===== config.mk =====
export PLATFORM = sky130hd
export DESIGN_NAME = mts_switch_ctrl
export DESIGN_NICKNAME = d
export VERILOG_FILES = /design/src/rtl/mts_pkg.sv /design/src/rtl/mts_prio_pick.sv /design/src/rtl/mts_upc_store.sv /design/src/rtl/mts_task_state.sv /design/src/rtl/mts_switch_ctrl.sv
export SDC_FILE = /design/constraint.sdc
export NUM_CORES = 1
export LEC_CHECK = 0
export ABC_AREA = 0
export BUFFER_PORTS_ARGS = -buffer_cell sky130_fd_sc_hd__buf_4
export CORE_AREA = 2 2 125 127
export CTS_BUF_LIST = sky130_fd_sc_hd__clkbuf_8
export DETAILED_ROUTE_END_ITERATION = 12
export DIE_AREA = 0 0 127 129
export PLACE_DENSITY = 0.82
export SLEW_MARGIN = 10
export SYNTH_ARGS = -nofsm -noshare
export SYNTH_HDL_FRONTEND = slang
export SYNTH_HIERARCHICAL = 1
export SYNTH_SLANG_ARGS = --single-unit

===== constraint.sdc =====
create_clock -name clk -period 5 [get_ports clk]
set_input_delay 0.5 -clock clk [delete_from_list [all_inputs] [get_ports clk]]
set_output_delay 0.5 -clock clk [all_outputs]
set_load 0.005 [all_outputs]

===== src/rtl/mts_pkg.sv =====
package mts_pkg;
  // F1 code that requests a task switch
  localparam int F1_TASK_CODE = 2;

  function automatic logic f1_is_task(input logic [3:0] f1);
    return f1 == 4'(F1_TASK_CODE);
  endfunction

  // A switch happens when a TASK instruction names a task other than the running one
  function automatic logic is_switch(input logic task_req, input logic [3:0] cur,
                                     input logic [3:0] win);
    return task_req && (cur != win);
  endfunction
endpackage


===== src/rtl/mts_prio_pick.sv =====
module mts_prio_pick #(
  parameter int N  = 16,
  parameter int TW = $clog2(N)
) (
  input  logic [N-1:0]  req_i,
  output logic [TW-1:0] win_o
);
  // Highest index wins; index 0 is always a candidate
  logic [N-1:0] req_eff;
  assign req_eff = {req_i[N-1:1], 1'b1};

  always_comb begin
    win_o = '0;
    for (int i = 0; i < N; i++) begin
      if (req_eff[i]) win_o = TW'(i);
    end
  end
endmodule


===== src/rtl/mts_upc_store.sv =====
module mts_upc_store #(
  parameter int N  = 16,
  parameter int TW = $clog2(N),
  parameter int UW = 10
) (
  input  logic          clk,
  input  logic          rst_n,
  input  logic          wr_en,
  input  logic [TW-1:0] wr_idx,
  input  logic [UW-1:0] wr_data,
  input  logic [TW-1:0] rd_idx,
  output logic [UW-1:0] rd_data
);
  logic [UW-1:0] slot [N];

  for (genvar g = 0; g < N; g++) begin : g_slot
    localparam logic [UW-1:0] INIT = UW'(g);
    always_ff @(posedge clk) begin
      if (!rst_n)                            slot[g] <= INIT;
      else if (wr_en && wr_idx == TW'(g))    slot[g] <= wr_data;
    end
  end

  assign rd_data = slot[rd_idx];
endmodule


===== src/rtl/mts_task_state.sv =====
module mts_task_state #(
  parameter int TW = 4,
  parameter int UW = 10
) (
  input  logic          clk,
  input  logic          rst_n,
  input  logic          switch_i,
  input  logic [TW-1:0] win_i,
  input  logic [UW-1:0] restore_upc_i,
  input  logic [UW-1:0] next_upc_i,
  output logic [TW-1:0] task_o,
  output logic [UW-1:0] upc_o
);
  always_ff @(posedge clk) begin
    if (!rst_n) begin
      task_o <= '0;
      upc_o  <= '0;
    end else if (switch_i) begin
      task_o <= win_i;
      upc_o  <= restore_upc_i;
    end else begin
      upc_o  <= next_upc_i;
    end
  end
endmodule


===== src/rtl/mts_switch_ctrl.sv =====
module mts_switch_ctrl #(
  parameter int N_TASK = 16,
  parameter int UPC_W  = 10,
  parameter int F1_W   = 4
) (
  input  logic                       clk,
  input  logic                       rst_n,
  input  logic [N_TASK-1:0]          wake_i,
  input  logic [F1_W-1:0]            f1_i,
  input  logic [UPC_W-1:0]           next_upc_i,
  output logic [$clog2(N_TASK)-1:0]  task_o,
  output logic [UPC_W-1:0]           fetch_upc_o
);
  import mts_pkg::*;
  localparam int TW = $clog2(N_TASK);

  // Named internal events
  logic          task_req_w;
  logic [TW-1:0] winner_w;
  logic          switch_w;
  logic [UPC_W-1:0] restore_upc_w;

  assign task_req_w = f1_is_task(4'(f1_i));
  assign switch_w   = is_switch(task_req_w, 4'(task_o), 4'(winner_w));

  mts_prio_pick #(.N(N_TASK), .TW(TW)) u_pick (
    .req_i (wake_i),
    .win_o (winner_w)
  );

  mts_upc_store #(.N(N_TASK), .TW(TW), .UW(UPC_W)) u_store (
    .clk     (clk),
    .rst_n   (rst_n),
    .wr_en   (switch_w),
    .wr_idx  (task_o),
    .wr_data (next_upc_i),
    .rd_idx  (winner_w),
    .rd_data (restore_upc_w)
  );

  mts_task_state #(.TW(TW), .UW(UPC_W)) u_state (
    .clk           (clk),
    .rst_n         (rst_n),
    .switch_i      (switch_w),
    .win_i         (winner_w),
    .restore_upc_i (restore_upc_w),
    .next_upc_i    (next_upc_i),
    .task_o        (task_o),
    .upc_o         (fetch_upc_o)
  );
endmodule


==> impl_results.md, run 1 <==
- Final WS setup: 1.55 ns
- Nets@finish: 626
- Hold Path End: u_state/upc_o[3]
- CTS max path bufs: 2
- Setup bufs post-CTS: 0
- Ys Warns: 6
- Final Cycle Share: 0.691
- Core Footprint: 15,000 um^2
- Required @ worst endpoint: 5.31 ns
- Die Span Y: 129 um
- GRT Overall Usage: 0.224
- H-tree depth: 4
- Cells on Worst Hold Path: 3
- RePlAce Congestion: 0.836
- Max cap viols: 0
- Outcome: finished clean
- Max IR drop VDD: 184 uV
- Crit path kind: in -> reg
- Clk root buf: clkbuf_8
- Initial antenna violation count: 0
- Via-per-instance ratio: 6.12
- Worst R2R Path Depth: 7
- Leading area contributor after synthesis: edfxtp_1
- Post-route cell area: 9030 um^2
- Row cnt: 45
- Peak Freq: 289 MHz
- Count of unique library cells instantiated by Yosys: 38
- Routed wire length: 17,600 um
- Hold Path Class: in -> reg
- Share of flip-flops with an asynchronous set or reset: 0
- Vias in the first global route: 4,676
- Share of cells above drive strength 1: 0.206
- Max-slew violation count: 0
- Total negative slack: 0 ns
- Leak pwr: 3.14 nW
- Worst-Margin Slew: 0.848 ns
- Total grt overflow: 0
- Yosys reg bits: 174
- Num CTS Buffers: 17
- Top cells by count, synth: edfxtp_1, and2_1, or3_1
- # fillers: 1,068
- Top-count cell post-synth: edfxtp_1
- Pin count of the biggest net entering global routing: 42
- Crit path arrival time: 3.76 ns
- Mean Syn Cell Area: 14.8 um^2
- Number of port buffers: 44
- Post-synth EDFFs: 160
- Sequential element share of the synthesized area: 0.629
- Cts repair resizes: 0
- Die area: 16,400 um^2
- Unrepaired setup endpoints after global routing: false
- TritonCTS Sinks: 174
- Worst-path clk slew: 0.09 ns
- I/O Pins: 46
- Mapped Nets: 580
- Die width: 127 um
- Pwr dens: 316 nW/um^2
- Clk_lat worst skew: 0.45 ns
- Post-route ant nets: 0
- Routed length per placed instance: 22.1 um
- First-pass GRT wire length: 27,000 um
- Dpl ws: 1.16 ns
- Hold_sp: next_upc_i[3]
- Layout Skew: 0.00999 ns
- Hold Vio Cnt, Final: 0
- Final setup fails: 0
- Synth Flop Type: edfxtp_1
- Layout area overhead: 11.6%
- Top cells by area, synth: edfxtp_1, and2_1, mux4_2, mux4_1, dfxtp_1
- FF-to-FF setup slack: 2.02 ns
- Share of the synthesized area in the top cell type: 0.594
- Slew Limit Headroom: 0.433
- Post-CTS Hold Buffers: 0
- CP Capture Type: register
- Ant. Diodes: 0
- CTS tree: done
- Post-DP HPWL: 11,400 um
- Max FO, Critical Path: 22
- Worst reg2reg path endpoint: u_store/slot[10][9]
- Synthesized area: 8090 um^2
- Initial DRC count: 687
- Via count: 4,862
- Crit start category: input pin
- Initial Util: 0.540
- DRT Pass-1 Iters: 5
- Post-route minimum period: 3.45 ns
- Worst r2r src: u_state/task_o[3]
- Placement Cell Area: 8620 um^2
- Cells after synthesis: 548
- Residual DRC count: 0
## how the worst max path moves through the flow
stage                           from  slack [ns]  cells after the start                  end
after floorplan           wake_i[11]        1.32                      9   u_store/slot[1][0]
after global placement    wake_i[11]        1.40                     11  u_store/slot[10][7]
after detailed placement  wake_i[11]        1.16                     11   u_store/slot[2][2]
after CTS                 wake_i[11]        1.62                     11   u_store/slot[2][2]
after global routing      wake_i[11]        1.41                     11   u_store/slot[3][7]
final                     wake_i[11]        1.55                     11  u_store/slot[10][9]
## per-layer routing
metal  track usage  routed length, um
met2         0.372               8810
met1         0.308               7360
met5             0                  0
met3        0.0374               1150
met4        0.0718                286
## report_power, final
group | switching [mW] | internal [mW] | leakage (nW)
Combinational | 0.129 | 0.0987 | 1.29
Clock | 0.496 | 0.493 | 0.200
Sequential | 0.0144 | 1.62 | 1.66
Total | 0.639 | 2.21 | 3.14
## state kept, by name, summed over array words and instances, names as in the netlist
name,cells
u_store/slot,160
u_state/upc_o,10
u_state/task_o,4
## final cells by class
type                       instances  area (um^2)  area share
clock buffer                      17          234      0.0259
clock inverter                    15          171      0.0190
inverter                           1         3.75    0.000416
multi-input combinational        337         2830       0.313
sequential                       174         5080       0.563
tap                              188          235      0.0261
timing repair buffer              63          473      0.0524
## placed cells by master, fill, tap and decap left out, types with 2 or more instances in the layout
cell type,instances
edfxtp_1,160
and2_1,129
buf_4,63
or3_1,32
mux4_2,28
nor2_1,25
a22oi_1,20
o21ai_0,18
clkbuf_8,17
nor2b_1,17
mux2i_1,14
dfxtp_1,14
nand2_1,12
mux4_1,12
nand2b_1,5
xor2_1,4
nor4_1,3
bufinv_16,3
clkinvlp_4,3
clkinv_2,2
clkinv_4,2
clkinv_1,2
inv_1,2
nand3_1,2
nand3b_1,2
nand4b_1,2
## critical path, cell delays in order
cell,delay [ns]
buf_4,0.12
or3b_1,0.38
a311oi_1,0.46
a31oi_4,0.07
xor2_1,0.18
nor4_1,0.08
nor4_2,0.22
buf_4,0.35
nand4_1,0.54
nor2_1,0.65
and2_1,0.21
## cell families (layout without fill, tap and decap cells)
family | Yosys count | after routing | share of synthesized area
and+or+nand+nor | 236 | 236 | 0.173
DFF | 174 | 174 | 0.629
muxes | 54 | 54 | 0.134
AOI/OAI and AO/OA | 43 | 43 | 0.0351
buffers and inverters | 37 | 96 | 0.0251
xor gates and xnor gates | 4 | 4 | 0.00433
## per-stage QoR
step,std cells,util,total power [mW],hold WS [ns]
final,795,0.603,2.85,0.450
after global routing,795,0.603,2.94,0.451
after CTS,795,0.603,2.86,0.426
after detailed placement,763,0.576,1.90,0.636
after global placement,763,0.576,1.89,0.609
after floorplan,548,-,1.80,0.571
Power figures use the tool's default switching activity.
==> inputs of run 2 (changes only) <==
--- a/config.mk
+++ b/config.mk
@@ -11,7 +11,7 @@
 export CTS_BUF_LIST = sky130_fd_sc_hd__clkbuf_8
 export DETAILED_ROUTE_END_ITERATION = 12
 export DIE_AREA = 0 0 127 129
-export PLACE_DENSITY = 0.82
+export PLACE_DENSITY = 0.85
 export SLEW_MARGIN = 10
 export SYNTH_ARGS = -nofsm -noshare
 export SYNTH_HDL_FRONTEND = slang
==> constraint.sdc (replaced) <==
create_clock -name clk -period 3.1 [get_ports clk]
set_input_delay 0.31 -clock clk [delete_from_list [all_inputs] [get_ports clk]]
set_output_delay 0.31 -clock clk [all_outputs]
set_load 0.005 [all_outputs]
==> run 2 against run 1 <==
Sequential power increased by 61%. Largest cell class unchanged. Flip-flop and latch count unchanged. Final cell count rose by 1.4%. Worst hold slack worse by 0.18 ns. Non-clock buffer count grew 11. Critical endpoint is now u_store/slot[0][1]. Clock power grew 58%. Utilization is 0.43 points higher. Critical path depth rose by 1.
==> impl_results.md, run 2 (synthesis results as in run 1) <==
- Crit path depth: 12
- Post-layout util: 0.607
- Final WS setup: 0.325 ns
- Row cnt: 45
- Core Footprint: 15,000 um^2
- Die width: 127 um
- I/O Pins: 46
- Residual DRC count: 0
- Pwr dens: 503 nW/um^2
- Cts repair resizes: 0
- Top sig layer: met4
- Crit start category: input pin
- Worst Setup EP: u_store/slot[0][1]
- Post-CTS Hold Buffers: 0
- Leak pwr: 3.18 nW
- RePlAce Congestion: 0.882
- Initial antenna violation count: 0
- Slew Limit Headroom: 0.479
- Largest regs: u_store/slot x160, u_state/upc_o x10, u_state/task_o x4
- Hold Vio Cnt, Final: 0
- Vias in the first global route: 5,118
- Clk root buf: clkbuf_8
- Worst Setup SP: wake_i[11]
- Initial Util: 0.540
- Crit path kind: in -> reg
- Nets@finish: 637
- Max FO, Critical Path: 10
- Clk_lat worst skew: 0.46 ns
- Critical-path top delay cell: nor2_1
- Initial DRC count: 563
- Crit-path most repeated cell: buf_4
- Worst reg2reg path endpoint: u_store/slot[0][1]
- Post-route minimum period: 2.78 ns
- FF-to-FF setup slack: 0.55 ns
- DRT Pass-1 Iters: 5
- Crit path largest cell delay: 0.52 ns
- Routed wire length: 18,500 um
- Cells along the critical path: buf_4 -> or3b_1 -> a311oi_1 -> a31oi_4 -> xor2_1 -> nor4_1 -> nor4_2 -> buf_4 -> nand4bb_1 -> buf_4 -> nor2_1 -> and2_1
- Ant. Diodes: 0
- Die area: 16,400 um^2
- Layout area overhead: 12.4%
- Outcome: finished clean
- Final setup fails: 0
- Routed length per placed instance: 22.9 um
- M1 WL: 7090 um
- Worst r2r src: u_state/task_o[1]
- Dpl ws: -0.110 ns
- Most frequent cells in the layout: edfxtp_1, and2_1, buf_4
- TritonCTS Sinks: 174
- Via-per-instance ratio: 6.19
- Final Cycle Share: 0.895
- Wire length on met3: 1290 um
- Unrepaired setup endpoints after global routing: false
- Number of port buffers: 44
- Worst R2R Path Depth: 8
- Max cap viols: 0
- GRT Overall Usage: 0.239
- Post-DP HPWL: 11,900 um
- Die Span Y: 129 um
- Setup bufs post-CTS: 0
- Worst path buffer plus inverter count: 3
- H-tree depth: 4
- Largest Register: u_store/slot
- Post-route ant nets: 0
- Num CTS Buffers: 17
- Max reg flops: 160
- Peak Freq: 360 MHz
- Share of cells above drive strength 1: 0.217
- Required @ worst endpoint: 3.42 ns
- Max-slew violation count: 0
- Total grt overflow: 0
- Pin count of the biggest net entering global routing: 42
- Layout Skew: 0.0150 ns
- Worst-Margin Slew: 0.779 ns
- Hold Path Class: in -> reg
- Worst-path clk slew: 0.09 ns
- Crit path max-delay family: simple AND/OR/NAND/NOR gates
- Via count: 4,987
- CP Capture Type: register
- Commonest non-fill, non-tap cell in the layout: edfxtp_1
- Max IR drop VDD: 332 uV
- # fillers: 1,074
- Met2 routed WL: 9460 um
- Crit path arrival time: 3.10 ns
- First-pass GRT wire length: 28,600 um
- CTS max path bufs: 2
- CTS tree: done
[run 2: changes by cell type in the layout (fill, tap and decap cells not counted), sizes merged]
cell,delta
inv,-2
buf,+11
clkinv,+1
clkinvlp,+1
[run 2: through the flow]
step / setup TNS, ns / cells / power, mW / hold WS, ns / cell area (um^2)
after floorplan: -9.07 / 548 / 2.91 / 0.438 / 8090
after global placement: -0.347 / 774 / 3.05 / 0.616 / 8700
after detailed placement: -2.81 / 774 / 3.07 / 0.640 / 8700
after CTS: 0 / 806 / 4.60 / 0.223 / 9090
after global routing: 0 / 806 / 4.71 / 0.262 / 9090
final: 0 / 806 / 4.58 / 0.268 / 9090
[run 2: final cells by class]
class / count / area [um^2] / share of cell area
Multi-Input combinational cell: 337 / 2830 / 0.311
Tap cell: 188 / 235 / 0.0259
Timing Repair Buffer: 74 / 556 / 0.0611
Clock inverter: 15 / 154 / 0.0169
Inverter: 1 / 3.75 / 0.000413
Clock buffer: 17 / 234 / 0.0257
Sequential cell: 174 / 5080 / 0.559
[run 2: power by group]
part	leakage, nW	switching [mW]	internal, mW
Sequential	1.66	0.0228	2.62
Clock	0.189	0.779	0.776
Combinational	1.34	0.214	0.165
Total	3.18	1.02	3.56
[run 2: worst reg2reg max path, stage by stage (launching register included)]
cell	delay [ns]
dfxtp_1	0.58
xor2_1	0.19
nor4_1	0.09
nor4_2	0.29
buf_4	0.22
nand4bb_1	0.11
buf_4	0.18
nor2_1	0.52
and2_1	0.23
[run 2: layer usage]
| metal | global-route usage | vias to the layer above |
|---|---|---|
| met1 | 0.297 | 2488 |
| met5 | 0 | - |
| met2 | 0.413 | 274 |
| met3 | 0.0412 | 48 |
| met4 | 0.109 | 0 |
| li1 | - | 2177 |
[run 2: worst min-delay path by stage]
| stage | from | endpoint | slack [ns] | cells after the start |
|---|---|---|---|---|
| detailed placement | u_state/task_o[2] | u_state/task_o[2] | 0.64 | 2 |
| floorplan | rst_n | u_state/upc_o[0] | 0.44 | 1 |
| global placement | u_state/task_o[0] | u_state/task_o[0] | 0.62 | 2 |
| global route | rst_n | u_state/upc_o[5] | 0.26 | 2 |
| finish | rst_n | u_state/task_o[0] | 0.27 | 2 |
| CTS | rst_n | u_state/task_o[0] | 0.22 | 2 |
